[config.mk]
export PLATFORM = sky130hd
export DESIGN_NAME = rfifo_top
export DESIGN_NICKNAME = d
export VERILOG_FILES = /design/src/rtl/rfifo_pkg.sv /design/src/rtl/rfifo_sync_edge.sv /design/src/rtl/rfifo_store.sv /design/src/rtl/rfifo_top.sv
export SDC_FILE = /design/constraint.sdc
export NUM_CORES = 1
export LEC_CHECK = 0
export ABC_AREA = 1
export BUFFER_PORTS_ARGS = -buffer_cell sky130_fd_sc_hd__clkbuf_2
export CORE_MARGIN = 2
export CORE_UTILIZATION = 25
export DETAILED_ROUTE_END_ITERATION = 8
export PLACE_DENSITY = 0.45
export SYNTH_ARGS = -nofsm -noshare
export SYNTH_HDL_FRONTEND = slang
export SYNTH_SLANG_ARGS = --single-unit
export TNS_END_PERCENT = 100
[constraint.sdc]
create_clock -name clk -period 2.4 [get_ports clk]
set_input_delay 0.48 -clock clk [delete_from_list [all_inputs] [get_ports clk]]
set_output_delay 0.48 -clock clk [all_outputs]
set_load 0.02 [all_outputs]
[src/rtl/rfifo_pkg.sv]
package rfifo_pkg;
    typedef enum logic [1:0] {
        ST_IDLE,
        ST_SHIFT,
        ST_WORD_END
    } rd_state_e;
endpackage

[src/rtl/rfifo_sync_edge.sv]
module rfifo_sync_edge #(
    parameter int STAGES = 2
) (
    input  logic clk,
    input  logic rst_n,
    input  logic sck,
    input  logic cs_n,
    output logic sck_rise,
    output logic sck_fall,
    output logic cs_fall,
    output logic cs_rise
);
    logic [STAGES-1:0] sck_s;
    logic [STAGES-1:0] cs_s;
    logic              sck_prev;
    logic              cs_prev;

    always_ff @(posedge clk or negedge rst_n) begin
        if (!rst_n) begin
            sck_s    <= '0;
            cs_s     <= '1;
            sck_prev <= 1'b0;
            cs_prev  <= 1'b1;
        end else begin
            sck_s    <= {sck_s[STAGES-2:0], sck};
            cs_s     <= {cs_s[STAGES-2:0], cs_n};
            sck_prev <= sck_s[STAGES-1];
            cs_prev  <= cs_s[STAGES-1];
        end
    end

    assign sck_rise = sck_s[STAGES-1] & ~sck_prev;
    assign sck_fall = ~sck_s[STAGES-1] & sck_prev;
    assign cs_fall  = ~cs_s[STAGES-1] & cs_prev;
    assign cs_rise  = cs_s[STAGES-1] & ~cs_prev;
endmodule

[src/rtl/rfifo_store.sv]
module rfifo_store #(
    parameter int DATA_W = 12,
    parameter int IDX_W  = 4
) (
    input  logic                     clk,
    input  logic                     rst_n,
    input  logic                     wr_en,
    input  logic [DATA_W-1:0]        wr_data,
    input  logic [IDX_W-1:0]         depth_code,
    input  logic                     rd_adv,
    output logic [DATA_W+IDX_W-1:0]  ld_word,
    output logic                     rep,
    output logic                     cfg_chg,
    output logic                     enabled,
    output logic [IDX_W-1:0]         wr_ptr,
    output logic [IDX_W-1:0]         rd_ptr
);
    localparam int SLOTS = 1 << IDX_W;

    logic [DATA_W-1:0] mem_q [SLOTS];
    logic [DATA_W-1:0] last_data_q;
    logic [IDX_W-1:0]  last_idx_q;
    logic [IDX_W-1:0]  depth_q;

    function automatic logic [IDX_W-1:0] step(input logic [IDX_W-1:0] p,
                                              input logic [IDX_W-1:0] lim);
        return (p == lim) ? '0 : p + 1'b1;
    endfunction

    assign cfg_chg = (depth_code != depth_q);
    assign enabled = (depth_code != '0);
    assign rep     = (rd_ptr == wr_ptr);

    always_ff @(posedge clk or negedge rst_n) begin
        if (!rst_n) begin
            for (int i = 0; i < SLOTS; i++) mem_q[i] <= '0;
            last_data_q <= '0;
            last_idx_q  <= '0;
            depth_q     <= '0;
            wr_ptr      <= '0;
            rd_ptr      <= '0;
        end else begin
            depth_q <= depth_code;
            if (cfg_chg) begin
                wr_ptr      <= '0;
                rd_ptr      <= '0;
                last_data_q <= '0;
                last_idx_q  <= '0;
            end else if (enabled) begin
                if (wr_en) begin
                    mem_q[wr_ptr] <= wr_data;
                    last_data_q   <= wr_data;
                    last_idx_q    <= wr_ptr;
                    wr_ptr        <= step(wr_ptr, depth_code);
                end
                if (rd_adv && !rep) rd_ptr <= step(rd_ptr, depth_code);
            end
        end
    end

    always_comb begin
        if (!enabled)
            ld_word = '0;
        else if (rep)
            ld_word = {last_data_q, last_idx_q};
        else
            ld_word = {mem_q[rd_ptr], rd_ptr};
    end
endmodule

[src/rtl/rfifo_top.sv]
module rfifo_top
    import rfifo_pkg::*;
#(
    parameter int DATA_W      = 12,
    parameter int IDX_W       = 4,
    parameter int SYNC_STAGES = 2
) (
    input  logic              clk,
    input  logic              rst_n,
    input  logic              wr_en,
    input  logic [DATA_W-1:0] wr_data,
    input  logic [IDX_W-1:0]  depth_code,
    input  logic [IDX_W-1:0]  irq_slot,
    input  logic              sck,
    input  logic              cs_n,
    output logic              sdo,
    output logic              irq
);
    localparam int WORD_W = DATA_W + IDX_W;
    localparam int CNT_W  = $clog2(WORD_W);
    localparam logic [CNT_W-1:0] LAST_BIT = CNT_W'(WORD_W - 1);

    rd_state_e         state_q, state_d;
    logic              sck_rise, sck_fall, cs_fall, cs_rise;
    logic [WORD_W-1:0] ld_word, shreg_q;
    logic [CNT_W-1:0]  bit_cnt_q;
    logic              rep, cfg_chg, enabled, rd_adv, ld_pulse, irq_hit, shifting;
    logic [IDX_W-1:0]  wr_ptr, rd_ptr;

    rfifo_sync_edge #(.STAGES(SYNC_STAGES)) sync_i (
        .clk(clk), .rst_n(rst_n), .sck(sck), .cs_n(cs_n),
        .sck_rise(sck_rise), .sck_fall(sck_fall),
        .cs_fall(cs_fall), .cs_rise(cs_rise)
    );

    rfifo_store #(.DATA_W(DATA_W), .IDX_W(IDX_W)) store_i (
        .clk(clk), .rst_n(rst_n), .wr_en(wr_en), .wr_data(wr_data),
        .depth_code(depth_code), .rd_adv(rd_adv), .ld_word(ld_word),
        .rep(rep), .cfg_chg(cfg_chg), .enabled(enabled),
        .wr_ptr(wr_ptr), .rd_ptr(rd_ptr)
    );

    assign shifting = (state_q == ST_SHIFT);
    assign rd_adv   = shifting && sck_rise && !cs_rise && (bit_cnt_q == LAST_BIT);
    assign ld_pulse = ((state_q == ST_IDLE) && cs_fall) ||
                      ((state_q == ST_WORD_END) && sck_fall && !cs_rise);
    assign irq_hit  = wr_en && enabled && !cfg_chg && (wr_ptr == irq_slot);

    // next-state logic
    always_comb begin
        state_d = state_q;
        unique case (state_q)
            ST_IDLE:     if (cs_fall) state_d = ST_SHIFT;
            ST_SHIFT:    if (cs_rise) state_d = ST_IDLE;
                         else if (rd_adv) state_d = ST_WORD_END;
            ST_WORD_END: if (cs_rise) state_d = ST_IDLE;
                         else if (sck_fall) state_d = ST_SHIFT;
            default:     state_d = ST_IDLE;
        endcase
    end

    // state register
    always_ff @(posedge clk or negedge rst_n) begin
        if (!rst_n) state_q <= ST_IDLE;
        else        state_q <= state_d;
    end

    // outputs and datapath
    always_ff @(posedge clk or negedge rst_n) begin
        if (!rst_n) begin
            shreg_q   <= '0;
            bit_cnt_q <= '0;
            irq       <= 1'b0;
        end else begin
            if (ld_pulse) begin
                shreg_q   <= ld_word;
                bit_cnt_q <= '0;
            end else if (shifting && !cs_rise) begin
                if (sck_fall) shreg_q <= {shreg_q[WORD_W-2:0], 1'b0};
                if (sck_rise && bit_cnt_q != LAST_BIT) bit_cnt_q <= bit_cnt_q + 1'b1;
            end
            if (irq_hit)      irq <= 1'b1;
            else if (cs_fall) irq <= 1'b0;
        end
    end

    assign sdo = (state_q == ST_IDLE) ? 1'b0 : shreg_q[WORD_W-1];
endmodule

==> metrics.md, run 1 <==
| Metric | Value |
|---|---|
| Status | `finished clean` |
| Final min period | `2.18 ns` |
| Share of layout cells above drive strength 1 | `10.6%` |
| First-pass GRT wire length | `65400 µm` |
| Hold Violations, Final | `0` |
| Detail Route Antenna Nets | `0` |
| Root Driver | `clkbuf_16` |
| Clock sink count | `249` |
| DRC viols | `0` |
| Yosys Warn Count | `0` |
| Max-slew violations | `0` |
| Synth top area share | `49.4%` |
| Final GP Congestion | `0.807` |
| Setup CP Type | `reg -> reg` |
| Initial antenna violation count | `0` |
| FF+latch count, synth | `249` |
| Nets@finish | `1738` |
| Reg2reg path depth | `9` |
| Mapped Cells | `1677` |
| Top cells by area, synth | `dfrtp_1 49%, nand2_1 24%, nand3_1 4.5%, o21ai_0 3.6%, inv_1 3.3%` |
| Die area | `0.0516 mm²` |
| Pwr per Cell Area | `711 mW/mm²` |
| Effective utilization at floorplan | `25.4%` |
| Worst reg2reg endpoint | `store_i.mem_q[133]` |
| Number of buffers added on ports | `26` |
| Placed cell count | `2337` |
| Clk_skew | `0.0247 ns` |
| CP startpoint | `store_i.depth_q[1]` |
| Drt via density | `4.49` |
| Clock tree buffer depth | `3` |
| Synth Net Count | `1708` |
| Die height | `227 µm` |
| Initial drt markers | `810` |
| Worst skew pair latency | `0.58 ns` |
| Pin count of the biggest net entering global routing | `99` |
| Chip width | `227 µm` |
| Routed wire per std cell | `17.2 µm` |
| Overall Power | `10400 µW` |
| TritonCTS clock tree | `yes` |
| Resized Gates After CTS | `0` |
| CP Launch Type | `flop` |
| F_max | `0.458 GHz` |
| Worst reg-to-reg setup slack | `0.22 ns` |
| Syn Std Cell Area | `0.0125 mm²` |
| H-tree depth | `1` |
| Global route overflow | `0` |
| Critical Path RT | `2.91 ns` |
| Core Box Area | `0.0491 mm²` |
| Seq/Total Area, Yosys | `50.1%` |
| Pleak | `0.00743 µW` |
| VDD IR max | `0.000503 V` |
| RR Startpoint | `store_i.depth_q[1]` |
| Number of CTS-inserted buffers | `30` |
| Endpoints failing setup | `0` |
| Synth unique cells | `32` |
| Setup TNS | `0 ns` |
| RSZ-0062 raised after global routing | `no` |
| Worst Path Max Fanout | `12` |
| Arrival @ worst endpoint | `2.69 ns` |
| Tightest Pin Transition | `0.876 ns` |
| Post-CTS Setup Bufs | `0` |
| Diode count | `0` |
| Max-slew headroom | `41.3%` |
| Max-Cap Viols | `0` |
| Number of placement rows | `81` |
| Via count | `10800` |
| CP Capture Type | `flop` |
| Hold Path Class | `in -> reg` |
| Final HPWL DP | `26400 µm` |
| Syn_area_per_cell | `7.43 µm²` |
| Final instance count without filler cells | `2394` |
| Ports | `27` |
| GRT Util Overall | `16.5%` |
| Fin crit share | `91.0%` |
| Worst setup path end | `store_i.mem_q[133]` |
| Reg clk slew, reported paths | `0.06 ns` |
| Initial DRT Pass Iterations | `5` |
| Number of global-route vias before repair | `10700` |
| Final wirelength | `41300 µm` |
| Area leader, netlist | `dfrtp_1` |
| Layout area overhead | `17.6%` |
| Core Util, Final | `29.9%` |
## worst min-delay path by stage
stage / from / end / slack (ns) / cells past startpoint
floorplan: rst_n / bit_cnt_q[0] / 0.18 / 0
global placement: sync_i.sck_s[0] / sync_i.sck_s[1] / 0.35 / 0
detailed placement: sync_i.sck_s[0] / sync_i.sck_s[1] / 0.34 / 0
CTS: sck / sync_i.sck_s[0] / 0.007 / 1
global route: sck / sync_i.sck_s[0] / 0.01 / 1
finish: sck / sync_i.sck_s[0] / 0.03 / 1
## report_power, final
| part | internal, µW | switching [µW] |
|---|---|---|
| clock | 2920 | 1910 |
| sequential | 4430 | 122 |
| combinational | 332 | 701 |
| total | 7680 | 2740 |
## kinds of logic after synthesis
| logic type | Yosys count | share of synthesized area (%) |
|---|---|---|
| simple gates | 1043 | 34.5 |
| xor+xnor | 19 | 1.34 |
| compound gates | 148 | 6.20 |
| fa+ha+maj | 6 | 0.603 |
| flops | 249 | 50.1 |
| buf+inv | 212 | 7.34 |
## registers in the layout, indices dropped and copies added, names as in the netlist
| name | flops |
|---|---|
| bit_cnt_q | 4 |
| irq | 1 |
| sync_i.sck_s | 2 |
| store_i.last_data_q | 12 |
| store_i.rd_ptr | 4 |
| store_i.last_idx_q | 4 |
| sync_i.sck_prev | 1 |
| store_i.depth_q | 4 |
| shreg_q | 16 |
| store_i.wr_ptr | 4 |
| sync_i.cs_prev | 1 |
| sync_i.cs_s | 2 |
| state_q | 2 |
| store_i.mem_q | 192 |
## metal layers
metal | part of all wire [%] | GRT usage [%]
met2 | 45 | 26.3
met3 | 3.5 | 1.96
met4 | 2.2 | 3.96
met5 | 0 | 0
met1 | 50 | 23.9
## metrics by stage
stage / setup WS, ns / hold WS (ns) / cell area [µm²]
floorplan: 0.608 / 0.184 / 12500
global placement: 0.0106 / 0.347 / 13600
detailed placement: 0.00203 / 0.337 / 13600
CTS: 0.231 / 0.00680 / 14600
global route: 0.0399 / 0.0111 / 14600
finish: 0.215 / 0.0305 / 14600
## cell usage after synthesis
library cell	n
nand3_4	3
buf_4	12
nand2_1	812
a21oi_1	8
nor2_8	1
clkbuf_1	41
nor3_2	4
nand3_1	111
or2_0	1
buf_2	28
xor2_1	11
o21ai_1	32
dfrtp_1	246
xnor2_1	8
nand3_2	3
nand2_2	6
o211ai_1	4
ha_1	6
o21ai_0	89
inv_2	7
clkbuf_2	1
nand4_1	3
inv_1	108
nor2_4	3
nor3_1	1
o22ai_1	14
nor2_1	88
dfstp_2	3
buf_6	5
a21oi_2	1
buf_1	10
nor3_4	7
## cell usage in the layout (no fill, tap or decap), types with 4 or more instances in the layout
cell,n
o211ai_1,4
clkinv_2,5
dfrtp_1,244
inv_1,108
ha_1,6
clkbuf_16,30
buf_4,57
nand2_2,6
clkbuf_8,10
nor2_1,88
nand2_1,812
xnor2_1,8
nor3_2,4
xor2_1,11
o22ai_1,14
clkbuf_1,4
clkbuf_2,25
nand3_1,111
nor3_4,7
a21oi_1,8
inv_2,7
o21ai_1,32
o21ai_0,89
buf_12,10
## critical path, cell delays in order, from the launching register on
cell and delay (ns):
dfrtp_1 0.37, or2_0 0.22, a21oi_2 0.16, nand2_2 0.09
nor2_4 0.12, inv_2 0.07, buf_4 0.21, nor3_2 0.68
nand2_1 0.11, nand2_1 0.09
## area by class of cell
cell class	count	area, µm²
Fill cell	5433	34400
Multi-Input combinational cell	1216	5310
Clock buffer	44	903
Clock inverter	11	148
Sequential cell	249	6240
Tap cell	664	831
Timing Repair Buffer	95	788
Inverter	115	432
## repair_timing
item / in CTS / in global routing
hold buffers: 2 / 0
endpoints found under the setup margin: 0 / 0
hold endpoints to repair: 162 / 0
Power figures use the tool's default switching activity.
==> run 2, diff against run 1 <==
--- a/config.mk
+++ b/config.mk
@@ -8,3 +8,2 @@
 export ABC_AREA = 1
-export BUFFER_PORTS_ARGS = -buffer_cell sky130_fd_sc_hd__clkbuf_2
 export CORE_MARGIN = 2
@@ -12,3 +11,4 @@
 export DETAILED_ROUTE_END_ITERATION = 8
-export PLACE_DENSITY = 0.45
+export DONT_BUFFER_PORTS = 1
+export PLACE_DENSITY = 0.44
 export SYNTH_ARGS = -nofsm -noshare
==> constraint.sdc (replaced) <==
create_clock -name clk -period 2.4 [get_ports clk]
set_input_delay 0.24 -clock clk [delete_from_list [all_inputs] [get_ports clk]]
set_output_delay 0.24 -clock clk [all_outputs]
set_load 0.02 [all_outputs]
==> run 2 against run 1 <==
  * The flow now finishes with violations (negative hold slack)
  * Clock skew barely moved
  * Clock power fell by 3%
  * Critical path type unchanged
  * Highest routed layer is now met5
  * Final area fell by 1.3%
  * Total power fell by 2.8%
==> metrics.md, run 2 (synthesized netlist as in run 1, its figures left out) <==
| Metric | Value |
|---|---|
| Status | `finished, violations left` |
| Failing checks | `negative hold slack` |
| Commonest non-fill, non-tap cell in the layout | `nand2_1` |
| Setup CP Type | `reg -> reg` |
| Number of CTS-inserted buffers | `30` |
| Initial antenna violation count | `4` |
| Worst Path Max Fanout | `14` |
| Ports | `27` |
| Drt via density | `4.48` |
| Number of global-route vias before repair | `10600` |
| Layout area overhead | `16.1%` |
| Most frequent cells in the layout | `812 x nand2_1, 244 x dfrtp_1, 111 x nand3_1` |
| F_max | `0.482 GHz` |
| Max-Cap Viols | `0` |
| Pin count of the biggest net entering global routing | `250` |
| Nets@finish | `1710` |
| CP Capture Type | `flop` |
| Chip width | `227 µm` |
| Final GP Congestion | `0.828` |
| Cell at the slowest stage of the critical path | `nand2_1` |
| Fill count | `5424` |
| Pleak | `0.00725 µW` |
| Clock sink count | `249` |
| CP Cell Sequence | `or2_0 > a21oi_2 > nand2_2 > nor2_4 > inv_2 > buf_12 > nor2_4 > nand2_1 > nand2_1 > nand2_1` |
| Root Driver | `clkbuf_16` |
| Critical Path RT | `2.86 ns` |
| Tightest Pin Transition | `0.792 ns` |
| Hold slack | `-0.632 ns` |
| Setup ws final | `0.325 ns` |
| CP max stage delay | `0.40 ns` |
| Detail Route Antenna Nets | `0` |
| Final min period | `2.08 ns` |
| Register area | `0.00624 mm²` |
| Core Box Area | `0.0491 mm²` |
| Placed Area | `0.0132 mm²` |
| Effective utilization at floorplan | `25.4%` |
| First-pass GRT wire length | `64500 µm` |
| Worst skew pair latency | `0.59 ns` |
| Max-slew headroom | `47.0%` |
| Die height | `227 µm` |
| GRT Util Overall | `16.2%` |
| Max reg flops | `192` |
| Most used cell, CP | `nand2_1` |
| Initial drt markers | `904` |
| Biggest regs | `store_i.mem_q x192, shreg_q x16, store_i.last_data_q x12` |
| Final wirelength | `40600 µm` |
| Routed wire per std cell | `17.1 µm` |
| DRC viols | `0` |
| Share of layout cells above drive strength 1 | `7.69%` |
| Clk_skew | `0.0249 ns` |
| Post-placement setup slack | `0.216 ns` |
| H-tree depth | `1` |
| Number of placement rows | `81` |
| Hold Path Class | `in -> async` |
| Pwr per Cell Area | `700 mW/mm²` |
| Setup TNS | `0 ns` |
| Endpoints failing setup | `0` |
| Max-slew violations | `0` |
| Post-CTS Hold Buffers | `22` |
| TritonCTS clock tree | `yes` |
| RSZ-0062 raised after global routing | `no` |
| Arrival @ worst endpoint | `2.54 ns` |
| Die area | `0.0516 mm²` |
| Fin crit share | `86.5%` |
| Area of the multi-input gates | `0.00531 mm²` |
| CP Launch Type | `flop` |
| Global route overflow | `0` |
| Most flop-heavy register | `store_i.mem_q` |
| Reg clk slew, reported paths | `0.06 ns` |
| Clock tree buffer depth | `3` |
| Fin area | `0.0145 mm²` |
| Final HPWL DP | `25100 µm` |
| VDD IR max | `0.000510 V` |
| Via count | `10600` |
| Initial DRT Pass Iterations | `5` |
| Number of buffers added on ports | `0` |
| Hold Violations, Final | `249` |
[run 2: changes by cell type in the layout (fill, tap and decap cells not counted), sizes merged]
cell	previous run	this run
clkbuf	69	44
buf	68	45
dlygate4sd3	2	22
clkinv	6	8
diode	0	1
inv	116	115
[run 2: power breakdown]
| group | total, µW | switching [µW] | internal [µW] | leakage (µW) |
|---|---|---|---|---|
| logic | 888 | 575 | 312 | 0.00335 |
| registers | 4560 | 132 | 4430 | 0.00340 |
| clock network | 4670 | 1910 | 2760 | 0.000492 |
| total | 10100 | 2620 | 7500 | 0.00725 |
[run 2: final timing paths]
| check | endpoint | slack, ns | cells past startpoint | from |
|---|---|---|---|---|
| min | store_i.mem_q[23] | -0.63 | 0 | rst_n |
| min in group clk | store_i.mem_q[91] | 0.01 | 2 | wr_data[7] |
| min reg2reg | sync_i.cs_s[1] | 0.36 | 0 | sync_i.cs_s[0] |
| max reg2reg | store_i.mem_q[73] | 0.32 | 10 | store_i.depth_q[1] |
| max in group asynchronous | store_i.mem_q[174] | 2.71 | 0 | rst_n |
| max | store_i.mem_q[73] | 0.32 | 10 | store_i.depth_q[1] |
[run 2: timing repair]
action                                 CTS  global route
setup endpoints to repair                0             2
gates resized for setup                  0             1
buffers inserted                         0             0
endpoints found under the hold margin  414           249
[run 2: area by class of cell]
cell class,instances,share of cell area [%]
Antenna cell,1,0.0173
Clock buffer,44,5.83
Clock inverter,12,1.13
Inverter,115,2.99
Multi-Input combinational cell,1216,36.7
Sequential cell,249,43.2
Tap cell,664,5.75
Timing Repair Buffer,67,4.38
[run 2: layer usage]
layer,vias up,GRT usage (%),routed length [µm]
li1,5193,-,-
met1,5150,23.7,19800
met2,208,25.4,18000
met3,54,2.56,1880
met4,6,3.10,804
met5,-,0,40
[run 2: through the flow]
step           hold slack (ns)  cells  utilization [%]  total power [µW]
2_1_floorplan          -0.0556   1677                -              5210
3_3_place_gp           -0.0389   2289             27.0              5440
3_5_place_dp           -0.0394   2289             27.0              5440
4_1_cts                 -0.674   2367             29.5             10200
5_1_grt                 -0.662   2368             29.5             10600
6_report                -0.632   2368             29.5             10100
[run 2: worst max-delay path, delay by kind of cell, from the launching register on]
family	cells	cell delay, ns
AND/OR/NAND/NOR	7	1.18
flip-flops	1	0.37
buffers and inverters	2	0.26
AO/OA/AOI/OAI	1	0.16
